--- src/rtl/nib_acc_pkg.sv ---
package nib_acc_pkg;
  localparam int OPW = 4;

  typedef enum logic [OPW-1:0] {
    OP_ADDC = 4'd0,
    OP_ADDM = 4'd1,
    OP_ADDI = 4'd2,
    OP_RORC = 4'd3,
    OP_SETC = 4'd4,
    OP_CLRC = 4'd5,
    OP_A2B  = 4'd6,
    OP_B2A  = 4'd7,
    OP_PACK = 4'd8,
    OP_UNPK = 4'd9,
    OP_ANDM = 4'd10,
    OP_ORM  = 4'd11
  } op_e;

  function automatic logic uses_alu(input logic [OPW-1:0] op);
    return (op == OP_ADDC) || (op == OP_ADDM) || (op == OP_ADDI) ||
           (op == OP_RORC) || (op == OP_ANDM) || (op == OP_ORM);
  endfunction

  function automatic logic moves_carry(input logic [OPW-1:0] op);
    return (op == OP_ADDC) || (op == OP_RORC) ||
           (op == OP_SETC) || (op == OP_CLRC);
  endfunction
endpackage

--- src/rtl/nib_acc_alu.sv ---
module nib_acc_alu
  import nib_acc_pkg::*;
#(
  parameter int W = 4
) (
  input  logic [OPW-1:0] op,
  input  logic [W-1:0]   a,
  input  logic [W-1:0]   m,
  input  logic [W-1:0]   imm,
  input  logic           cy,
  output logic [W-1:0]   res,
  output logic           cout
);
  logic [W-1:0] opnd;
  logic         cin;
  logic [W:0]   sum;

  always_comb begin
    opnd = (op == OP_ADDI) ? imm : m;
    cin  = (op == OP_ADDC) ? cy : 1'b0;
    sum  = {1'b0, a} + {1'b0, opnd} + {{W{1'b0}}, cin};
  end

  always_comb begin
    res  = a;
    cout = cy;
    case (op)
      OP_ADDC: begin res = sum[W-1:0]; cout = sum[W]; end
      OP_ADDM,
      OP_ADDI: res = sum[W-1:0];
      OP_RORC: begin res = {cy, a[W-1:1]}; cout = a[0]; end
      OP_ANDM: res = a & m;
      OP_ORM:  res = a | m;
      default: res = a;
    endcase
  end
endmodule

--- src/rtl/nib_acc_carry.sv ---
module nib_acc_carry
  import nib_acc_pkg::*;
(
  input  logic           clk,
  input  logic           rst,
  input  logic           valid,
  input  logic [OPW-1:0] op,
  input  logic           a_lsb,
  input  logic           alu_cout,
  output logic           cy_q
);
  always_ff @(posedge clk) begin
    if (rst) cy_q <= 1'b0;
    else if (valid) begin
      case (op)
        OP_ADDC, OP_RORC: cy_q <= alu_cout;
        OP_SETC:          cy_q <= 1'b1;
        OP_CLRC:          cy_q <= 1'b0;
        default:          cy_q <= cy_q;
      endcase
    end
  end

  p_cy_only_four_r12: assert property (@(posedge clk) disable iff (rst)
    !(valid && moves_carry(op)) |=> $stable(cy_q));
  p_setc_r7: assert property (@(posedge clk) disable iff (rst)
    (valid && op == OP_SETC) |=> cy_q);
  p_clrc_r7: assert property (@(posedge clk) disable iff (rst)
    (valid && op == OP_CLRC) |=> !cy_q);
  p_rot_cy_r6: assert property (@(posedge clk) disable iff (rst)
    (valid && op == OP_RORC) |=> cy_q == $past(a_lsb));
  p_rst_cy_r1: assert property (@(posedge clk)
    rst |=> !cy_q);
endmodule

--- src/rtl/nib_acc_regs.sv ---
module nib_acc_regs
  import nib_acc_pkg::*;
#(
  parameter int W = 4,
  parameter int LANES = 2
) (
  input  logic             clk,
  input  logic             rst,
  input  logic             valid,
  input  logic [OPW-1:0]   op,
  input  logic [W-1:0]     alu_res,
  output logic [W-1:0]     a_q,
  output logic [W-1:0]     b_q,
  output logic [LANES*W-1:0] e_q
);
  localparam int EW = LANES * W;
  logic [EW-1:0] pair;
  assign pair = {b_q, a_q};

  always_ff @(posedge clk) begin
    if (rst) a_q <= '0;
    else if (valid) begin
      if (uses_alu(op))       a_q <= alu_res;
      else if (op == OP_B2A)  a_q <= b_q;
      else if (op == OP_UNPK) a_q <= e_q[W-1:0];
    end
  end

  always_ff @(posedge clk) begin
    if (rst) b_q <= '0;
    else if (valid) begin
      if (op == OP_A2B)       b_q <= a_q;
      else if (op == OP_UNPK) b_q <= e_q[EW-1:EW-W];
    end
  end

  for (genvar g = 0; g < LANES; g++) begin : g_elane
    always_ff @(posedge clk) begin
      if (!rst && valid && op == OP_PACK) e_q[g*W +: W] <= pair[g*W +: W];
    end
  end

  p_hold_r2: assert property (@(posedge clk) disable iff (rst)
    !valid |=> ($stable(a_q) && $stable(b_q) && $stable(e_q)));
  p_pack_r9: assert property (@(posedge clk) disable iff (rst)
    (valid && op == OP_PACK) |=> (e_q == {$past(b_q), $past(a_q)}) &&
                                 $stable(a_q) && $stable(b_q));
  p_unpk_r10: assert property (@(posedge clk) disable iff (rst)
    (valid && op == OP_UNPK) |=> ({b_q, a_q} == $past(e_q)) && $stable(e_q));
  p_rst_ab_r1: assert property (@(posedge clk)
    rst |=> (a_q == '0) && (b_q == '0));
endmodule

--- src/rtl/nib_acc_core.sv ---
module nib_acc_core
  import nib_acc_pkg::*;
#(
  parameter int W = 4
) (
  input  logic           clk,
  input  logic           rst,
  input  logic           op_valid,
  input  logic [3:0]     op_code,
  input  logic [W-1:0]   mem_nib,
  input  logic [W-1:0]   imm_nib,
  output logic [W-1:0]   acc_o,
  output logic           cy_o,
  output logic [W-1:0]   b_o,
  output logic [2*W-1:0] e_o
);
  localparam int LANES = 2;

  logic [W-1:0] alu_res;
  logic         alu_cout;

  nib_acc_alu #(.W(W)) u_alu (
    .op(op_code), .a(acc_o), .m(mem_nib), .imm(imm_nib), .cy(cy_o),
    .res(alu_res), .cout(alu_cout)
  );

  nib_acc_carry u_carry (
    .clk(clk), .rst(rst), .valid(op_valid), .op(op_code),
    .a_lsb(acc_o[0]), .alu_cout(alu_cout), .cy_q(cy_o)
  );

  nib_acc_regs #(.W(W), .LANES(LANES)) u_regs (
    .clk(clk), .rst(rst), .valid(op_valid), .op(op_code), .alu_res(alu_res),
    .a_q(acc_o), .b_q(b_o), .e_q(e_o)
  );

  p_addc_sum_r3: assert property (@(posedge clk) disable iff (rst)
    (op_valid && op_code == OP_ADDC) |=>
      {cy_o, acc_o} == ({1'b0, $past(acc_o)} + {1'b0, $past(mem_nib)} +
                        {{W{1'b0}}, $past(cy_o)}));
  p_rot_acc_r6: assert property (@(posedge clk) disable iff (rst)
    (op_valid && op_code == OP_RORC) |=>
      acc_o == {$past(cy_o), $past(acc_o[W-1:1])});
endmodule

--- config.mk ---
export PLATFORM = sky130hd
export DESIGN_NAME = nib_acc_core
export DESIGN_NICKNAME = d
export VERILOG_FILES = /design/src/rtl/nib_acc_pkg.sv /design/src/rtl/nib_acc_alu.sv /design/src/rtl/nib_acc_carry.sv /design/src/rtl/nib_acc_regs.sv /design/src/rtl/nib_acc_core.sv
export SDC_FILE = /design/constraint.sdc
export NUM_CORES = 1
export LEC_CHECK = 0
export ABC_AREA = 1
export BUFFER_PORTS_ARGS = -buffer_cell sky130_fd_sc_hd__buf_2
export CORE_UTILIZATION = 25
export CTS_BUF_LIST = sky130_fd_sc_hd__clkbuf_4
export CTS_CLUSTER_DIAMETER = 100
export CTS_CLUSTER_SIZE = 24
export DETAILED_ROUTE_END_ITERATION = 8
export PLACE_DENSITY = 0.49
export SYNTH_ARGS = -nofsm -noshare
export SYNTH_HDL_FRONTEND = slang
export SYNTH_HIERARCHICAL = 1
export SYNTH_SLANG_ARGS = --single-unit
--- constraint.sdc ---
create_clock -name clk -period 5 [get_ports clk]
set_input_delay 0.75 -clock clk [delete_from_list [all_inputs] [get_ports clk]]
set_output_delay 0.75 -clock clk [all_outputs]
set_load 0.005 [all_outputs]
Word-level counts from Yosys, hierarchy flattened
Index checks and enable logic that the tools add are counted.

storage, ports and cells
  register bits = 17
  latch bits = 0
  bits in writable memories = 0
  ROM bits = 0
  output and inout port bits = 17
  logic and storage cells = 49
  memories = 0

cells by class
  $add $sub $neg = 2
  multipliers = 0
  div/mod/pow operators = 0
  order comparisons = 0
  equal/unequal tests = 13
  shifts and indexed selects = 0
  muxes and demuxes = 10
  bitwise gates (word level) = 2
  reduce and logical (&&, ||, !) cells = 17

operators with widths
  operator            count
  $mux 4              6
  $eq 4x3->1 const B  4
  $eq 4x4->1 const B  4
  $pmux 4 s4          1
  $eq 4x2->1 const B  2
  $reduce_and 3->1    2
  $reduce_bool 3->1   2
  $add 4x4->5         1
  $add 5x1->5         1
  $logic_or 1x1->1    5
  $ne 5x5->1 const B  1
  $and 4x4->4         1
  $eq 4x1->1 const B  1
  $logic_not 4->1     1
  $or 4x4->4          1
  $ne 3x3->1 const B  1
  $pmux 1 s3          1
  $reduce_or 3->1     1
  $logic_and 1x1->1   2
  $pmux 1 s2          1
  $reduce_and 2->1    1
  $reduce_bool 2->1   1
  $reduce_or 2->1     1
  $logic_not 1->1     1
  $mux 1              1

Depth between registers and ports, before layout
Gate-level depths: netlist (run 1).

  depth after elaboration = 8
  mapped depth = 14
  depth with buffers taken out = 14

Hierarchy
Netlist (run 1), hierarchy kept.

modules (own cells, without submodules)
  module         instances  cells each  area each (um^2)  seq. area each (um^2)
  nib_acc_regs   1          114         848.3             400.4
  nib_acc_alu    1          80          469.2             0.0
  nib_acc_carry  1          21          110.1             20.0

Least setup slack after synthesis (run 1)
No wires, ideal clock.

  path type = input -> register
  start = in op_code[1]
  end = reg u_regs.a_q[2]
  setup time = 113 ps
  data arrival time = 2,741 ps
  slack = 2,146 ps
  stages = 13
  buffers on the path = 0
  path through = inv_2 -> nor2_4 -> nand2_4 -> mux2_4 -> fa_1 -> fa_1 -> xor2_1 -> a21oi_1 -> nand3b_1 -> nand2_1 -> nand3_1 -> nor2_1 -> nor2_1

RTL lines
  what                  RTL line                              source
  from (decl)           nib_acc_core.sv:9                     input logic [3:0] op_code,
  $eq 4x2->1            nib_acc_alu.sv:19, nib_acc_alu.sv:27
  $mux 4                nib_acc_alu.sv:19                     opnd = (op == OP_ADDI) ? imm : m;
  $add 4x4->5           nib_acc_alu.sv:21                     sum = {1'b0, a} + {1'b0, opnd} + {{W{1'b0}}, cin};
  $add 5x1->5           nib_acc_alu.sv:21
  $pmux 4 s4 *          nib_acc_alu.sv:27                     case (op)
  via alu_res[2]        nib_acc_core.sv:19                    logic [W-1:0] alu_res;
  $mux 4 *              nib_acc_regs.sv:23                    if (uses_alu(op)) a_q <= alu_res;
  to (signal assigned)  nib_acc_regs.sv:23
  to (signal assigned)  nib_acc_regs.sv:24                    else if (op == OP_B2A) a_q <= b_q;
  to (signal assigned)  nib_acc_regs.sv:25                    else if (op == OP_UNPK) a_q <= e_q[W-1:0];
  to (decl)             nib_acc_regs.sv:12                    output logic [W-1:0] a_q,

Mark *: on every way through the listed nets, which the timed path passes. The rest lies on a longest branch.
A chain may end at the register's enable or synchronous reset.

Worst setup path in the final report (run 1)
Ends and elaborated chain as after synthesis.

==> results of run 1 <==
[worst min-delay path by stage]
stage / from / to / slack [ns] / cells after the start
2_1_floorplan: u_regs/b_q[0] / u_regs/e_q[4] / 0.45 / 0
3_3_place_gp: u_regs/b_q[3] / u_regs/e_q[7] / 0.43 / 0
3_5_place_dp: u_regs/b_q[0] / u_regs/e_q[4] / 0.45 / 0
4_1_cts: u_regs/b_q[2] / u_regs/e_q[6] / 0.48 / 0
5_1_grt: u_regs/b_q[0] / u_regs/e_q[4] / 0.49 / 0
6_report: u_regs/b_q[2] / u_regs/e_q[6] / 0.47 / 0
[layout make-up]
cell class,instances,share of cell area
clock buffers,3,0.01319
well taps,72,0.05275
inverters,38,0.08352
clock inverters,1,0.002930
flip-flops and latches,17,0.2462
repair buffers,32,0.09524
multi-input cells,160,0.5062
[metal layers]
layer  GRT usage  vias to the layer above
met4     0.03962                        0
met5           0                        -
li1            -                      748
met1      0.1729                      664
met2      0.2159                       24
met3     0.01176                        2
[state kept, by name, indices dropped and copies added (netlist names)]
signal        count
u_regs/b_q        4
u_carry/cy_q      1
u_regs/e_q        8
u_regs/a_q        4
[stage by stage]
stage                     cell area, um2  std cells  hold slack (ns)  power [mW]  setup WS (ns)
after floorplan                     1428        215           0.4540      0.2161          2.146
after global placement              1680        319           0.4331      0.2476          1.782
after detailed placement            1680        319           0.4520      0.2472          1.702
after CTS                           1708        323           0.4760      0.3269          2.045
after global routing                1708        323           0.4893      0.3448          1.823
final                               1708        323           0.4674      0.3234          2.035
[Yosys cell counts]
cell,n
o21ai_0,6
nand4_1,4
edfxtp_1,8
nor2_1,31
nand3_1,20
nand3b_1,2
nor3_1,2
nor2_4,3
fa_1,2
ha_1,3
o21bai_1,1
mux2_4,3
nand2_2,2
nand3_2,2
nand2_4,4
nand2_1,65
nor2_2,1
inv_2,5
inv_1,33
o211ai_1,1
a21oi_1,5
nand3_4,2
xor2_1,1
dfxtp_1,9
[report_power, final]
group | internal (mW) | total [mW] | switching (mW)
sequential | 0.150 | 0.158 | 0.00808
combinational | 0.0328 | 0.0855 | 0.0527
clock | 0.0298 | 0.0795 | 0.0497
[cell families after synthesis]
kind of cell,Yosys count
simple gates,138
flops,17
fa+ha+maj,5
compound gates,13
buf+inv,38
mux,3
xor+xnor,1
==> run_results.csv, run 1 <==
group,metric,value,unit
status,outcome,"finished clean",
cells_and_area,n_antenna_cell,0,
setup_path,reg2reg_to,"u_regs/a_q[2]",
setup_path,path_buf_inv,2,
route,firstDrtPassIters,4,
yosys,synth_compound_gate_area_share,0.04908,
sta,setup_viol,0,
route,wl,3672,um
route,drc,0,
global_route,grt_max_degree,11,
yosys,syn_inst,215,
cells_and_area,final_nets,272,
global_route,track_usage,0.1286,
clock_network,htreeDepth,1,
sta,finalSetupTns,0,ns
pwr,leakagePower,0.9302,nW
cells_and_area,final_common_cell,"nand2_1",
cells_and_area,final_core_util,0.3102,
yosys,synthAdderAreaFrac,0.05434,
yosys,syn_area_per_cell,6.640,um2
global_route,antenna_found_initial,0,
pwr,ir_drop,0.07444,mV
route,via_per_inst,4.452,
placed_design,dp_hpwl,2869,um
yosys,synth_area_leader_cell,"nand2_1",
yosys,muxShareOfSynthArea,0.03155,
setup_path,r2r_cells,11,
setup_path,cp.depth,14,
route,wl_per_cell,11.37,um
route,route.met3.wl,110,um
setup_path,crit_family,"adder cells",
yosys,synth_simple_gate_area_frac,0.4645,
floorplan,die_x,77.57,um
sta,fin_crit_sh,0.5929,
clock_network,worstSkewPairLatency,0.30,ns
cells_and_area,drive_gt1_frac,0.2311,
yosys,yosysWarnings,6,
floorplan,coreArea,0.005507,mm2
clock_network,cts.sinks,17,
floorplan,die_y,77.57,um
setup_path,cp-end-kind,"register",
yosys,synth_top_area_frac,0.1709,
yosys,synth-xor-area-share,0.006135,
yosys,synthDistinctLibCells,24,
setup_path,slowest_delay,0.45,ns
placed_design,io_buffers,31,
cells_and_area,multi_input_area,864.6,um2
clock_network,ctsResizeCount,0,
setup_path,crit_end,"u_regs/a_q[2]",
clock_network,clockBufferDepth,2,
setup_path,critical_path.startpoint,"op_code[1]",
sta,max_freq,0.3373,GHz
setup_path,cp_data_required_time,5.21,ns
sta,worstMarginPinSlew,0.3537,ns
yosys,synth_fp_nets,235,
route,drtIter0Drc,84,
cells_and_area,mostFrequentLayoutCells,"65 x nand2_1, 33 x inv_1, 31 x buf_2, 31 x nor2_1, 20 x nand3_1",
setup_path,reg2reg_from,"u_carry/cy_q",
setup_path,crit_type,"in2reg",
route,antenna_left,0,
sta,period_needed,2.965,ns
floorplan,num_rows,27,
global_route,grt_pass1_wl,6196,um
clock_network,hold_buffers,0,
floorplan,initial_utilization,0.2593,
setup_path,critical_path.slowest_cell,"fa_1",
yosys,syn_area,0.001428,mm2
sta,maxSlewHeadroom,0.7639,
placed_design,gp_congestion,0.8214,
setup_path,worstPathCellList,"buf_2 -> inv_2 -> nor2_4 -> nand2_4 -> mux2_4 -> fa_1 -> fa_1 -> xor2_1 -> a21oi_1 -> nand3b_1 -> nand2_1 -> nand3_1 -> nor2_1 -> nor2_1",
route,met2WireLength,1712,um
clock_network,postCtsSetupRepairBufs,0,
yosys,ys_ff_latch,17,
yosys,synth_top_family_by_area,"simple AND/OR/NAND/NOR gates",
setup_path,r2r_slack,2.85,ns
route,vias,1438,
flow_run,drv_cap,0,
setup_path,path_max_fanout,10,
global_route,grt_pass1_vias,1376,
pwr,p_per_area,189.4,mW/mm2
clock_network,cts_root_buffer,"clkbuf_4",
cells_and_area,fillers,629,
sta,hold_viol,0,
setup_path,arrival,3.17,ns
cells_and_area,register_area,420.4,um2
route,maxUsedRoutingLayer,"met4",
sta,slew_viol_final,0,
clock_network,clkTransAtPathRegs,0.11,ns
worst_hold_path,hp-class,"reg2reg",
yosys,synth_area_leaders,"nand2_1 17%, edfxtp_1 17%, dfxtp_1 13%",
sta,rsz0062_at_grt,"false",
clock_network,cts_tree,"done",
global_route,grt_overflow,0,
cells_and_area,area_growth,19.63,%
sta,finClkSkew,0.003940,ns
setup_path,worstSetupStartpointType,"input port",
yosys,synth-seq-area-share,0.2945,
floorplan,dieArea,0.006016,mm2
clock_network,cts_made_buffers,3,
route,wl_met1,1828,um
floorplan,io_pins,32,
Note: power is estimated with default switching activity, not from simulation.
==> run 2, diff against run 1 <==
==> constraint.sdc (replaced) <==
create_clock -name clk -period 3 [get_ports clk]
set_input_delay 0.45 -clock clk [delete_from_list [all_inputs] [get_ports clk]]
set_output_delay 0.45 -clock clk [all_outputs]
set_load 0.005 [all_outputs]
==> run_results.csv, run 2 (synthesis results as in run 1) <==
group,metric,value,unit
status,outcome,"finished clean",
pwr,leakagePower,0.9408,nW
floorplan,dieArea,0.006016,mm2
cells_and_area,largestRegisters,"u_regs/e_q: 8 flops, u_regs/a_q: 4 flops, u_regs/b_q: 4 flops",
setup_path,crit_family,"adder cells",
clock_network,postCtsSetupRepairBufs,0,
clock_network,htreeDepth,1,
floorplan,coreArea,0.005507,mm2
cells_and_area,final_core_util,0.3133,
clock_network,cts.sinks,17,
cells_and_area,final_common_cell,"nand2_1",
clock_network,cts_root_buffer,"clkbuf_4",
setup_path,slowest_delay,0.45,ns
floorplan,initial_utilization,0.2593,
clock_network,cts_made_buffers,3,
sta,maxSlewHeadroom,0.7797,
setup_path,path_buf_inv,1,
floorplan,die_y,77.57,um
placed_design,dp_hpwl,2841,um
route,firstDrtPassIters,4,
global_route,grt_max_degree,10,
cells_and_area,fillers,624,
setup_path,arrival,2.74,ns
cells_and_area,drive_gt1_frac,0.2372,
route,wl,3499,um
placed_design,gp_congestion,0.8587,
route,antenna_left,0,
clock_network,worstSkewPairLatency,0.29,ns
setup_path,critical_path.slowest_cell,"fa_1",
sta,hold_viol,0,
global_route,track_usage,0.1212,
global_route,grt_overflow,0,
setup_path,cp_data_required_time,3.20,ns
cells_and_area,largest_reg_flops,8,
setup_path,reg2reg_from,"u_carry/cy_q",
cells_and_area,mostFrequentLayoutCells,"65 x nand2_1, 33 x inv_1, 31 x buf_2, 31 x nor2_1, 20 x nand3_1",
pwr,p_per_area,312.3,mW/mm2
sta,max_freq,0.3935,GHz
route,drtIter0Drc,55,
pwr,power,538.8,uW
global_route,grt_pass1_vias,1322,
placed_design,placed_cell_area,0.001695,mm2
route,vias,1402,
cells_and_area,final_area,0.001725,mm2
flow_run,drv_cap,0,
setup_path,worstSetupStartpointType,"input port",
placed_design,io_buffers,31,
global_route,antenna_found_initial,0,
sta,slew_viol_final,0,
worst_hold_path,hp-start,"rst",
global_route,grtUsageMet3,0.02471,
sta,finalSetupTns,0,ns
global_route,grt_pass1_wl,5906,um
global_route,grtUsageMet1,0.1596,
pwr,ir_drop,0.1821,mV
clock_network,hold_buffers,0,
global_route,top_usage_layer,"met2",
sta,period_needed,2.542,ns
clock_network,clkTransAtPathRegs,0.10,ns
setup_path,worstPathCellList,"buf_2 -> nor2_4 -> nand2_4 -> mux2_4 -> fa_1 -> fa_1 -> xor2_1 -> a21oi_1 -> nand3b_1 -> nand2_1 -> nand3_1 -> nor2_1 -> nor2_1",
floorplan,num_rows,27,
floorplan,io_pins,32,
global_route,grt_use_met2,0.2062,
sta,rsz0062_at_grt,"false",
sta,fin_crit_sh,0.8472,
floorplan,die_x,77.57,um
setup_path,crit_type,"in2reg",
route,wl_per_cell,10.77,um
worst_hold_path,hp-class,"in2reg",
clock_network,ctsResizeCount,0,
cells_and_area,top_register,"u_regs/e_q",
cells_and_area,final_nets,274,
clock_network,clockBufferDepth,2,
route,drc,0,
sta,worstMarginPinSlew,0.3300,ns
cells_and_area,n_antenna_cell,0,
sta,setup_viol,0,
sta,finClkSkew,0.01074,ns
route,via_per_inst,4.314,
clock_network,cts_tree,"done",
setup_path,critical_path.startpoint,"op_code[3]",
setup_path,cp-end-kind,"register",
setup_path,path_max_fanout,8,
cells_and_area,area_growth,20.86,%
[run 2: cell types whose count changed in the layout (fill, tap and decap cells not counted)]
cell      change
buf_4         +2
clkbuf_4      +1
clkinv_2      -1
[run 2: per-layer routing]
layer,up-vias,share of wire
li1,755,-
met1,622,0.50
met2,25,0.46
met3,0,0.036
met4,0,0
met5,-,0
[run 2: area by class of cell]
| type | count | area (um2) | area share |
|---|---|---|---|
| multi-input cells | 160 | 864.6 | 0.5011 |
| well taps | 72 | 90.09 | 0.05221 |
| flip-flops and latches | 17 | 420.4 | 0.2437 |
| inverters | 38 | 142.6 | 0.08267 |
| repair buffers | 34 | 177.7 | 0.1030 |
| clock buffers | 4 | 30.03 | 0.01740 |
[run 2: report_power, final]
part | switching [mW] | total (mW) | internal [mW] | leakage (nW)
logic | 0.0867 | 0.143 | 0.0561 | 0.775
registers | 0.0129 | 0.263 | 0.251 | 0.148
clock network | 0.0718 | 0.133 | 0.0607 | 0.0184
[run 2: tightest hold or removal path, stage by stage]
cell and delay, ns:
buf_2 0.11, inv_1 0.04, nand2_1 0.05, nor2_1 0.04
[run 2: through the flow]
stage / setup WS, ns / hold slack, ns / instances
after detailed placement: 0.1419 / 0.4379 / 321
after floorplan: 0.4460 / 0.4540 / 215
after global placement: 0.1695 / 0.4309 / 321
after CTS: 0.4556 / 0.4189 / 325
after global routing: 0.3168 / 0.4286 / 325
final: 0.4584 / 0.4268 / 325
[run 2: path summary, 6_finish.rpt]
kind	depth (start not counted)	slack, ns	endpoint
hold reg to reg	0	0.45	u_regs/e_q[7]
setup reg to reg	11	0.90	u_regs/a_q[2]
setup / recovery	13	0.46	u_regs/a_q[2]
hold / removal	4	0.43	u_carry/cy_q
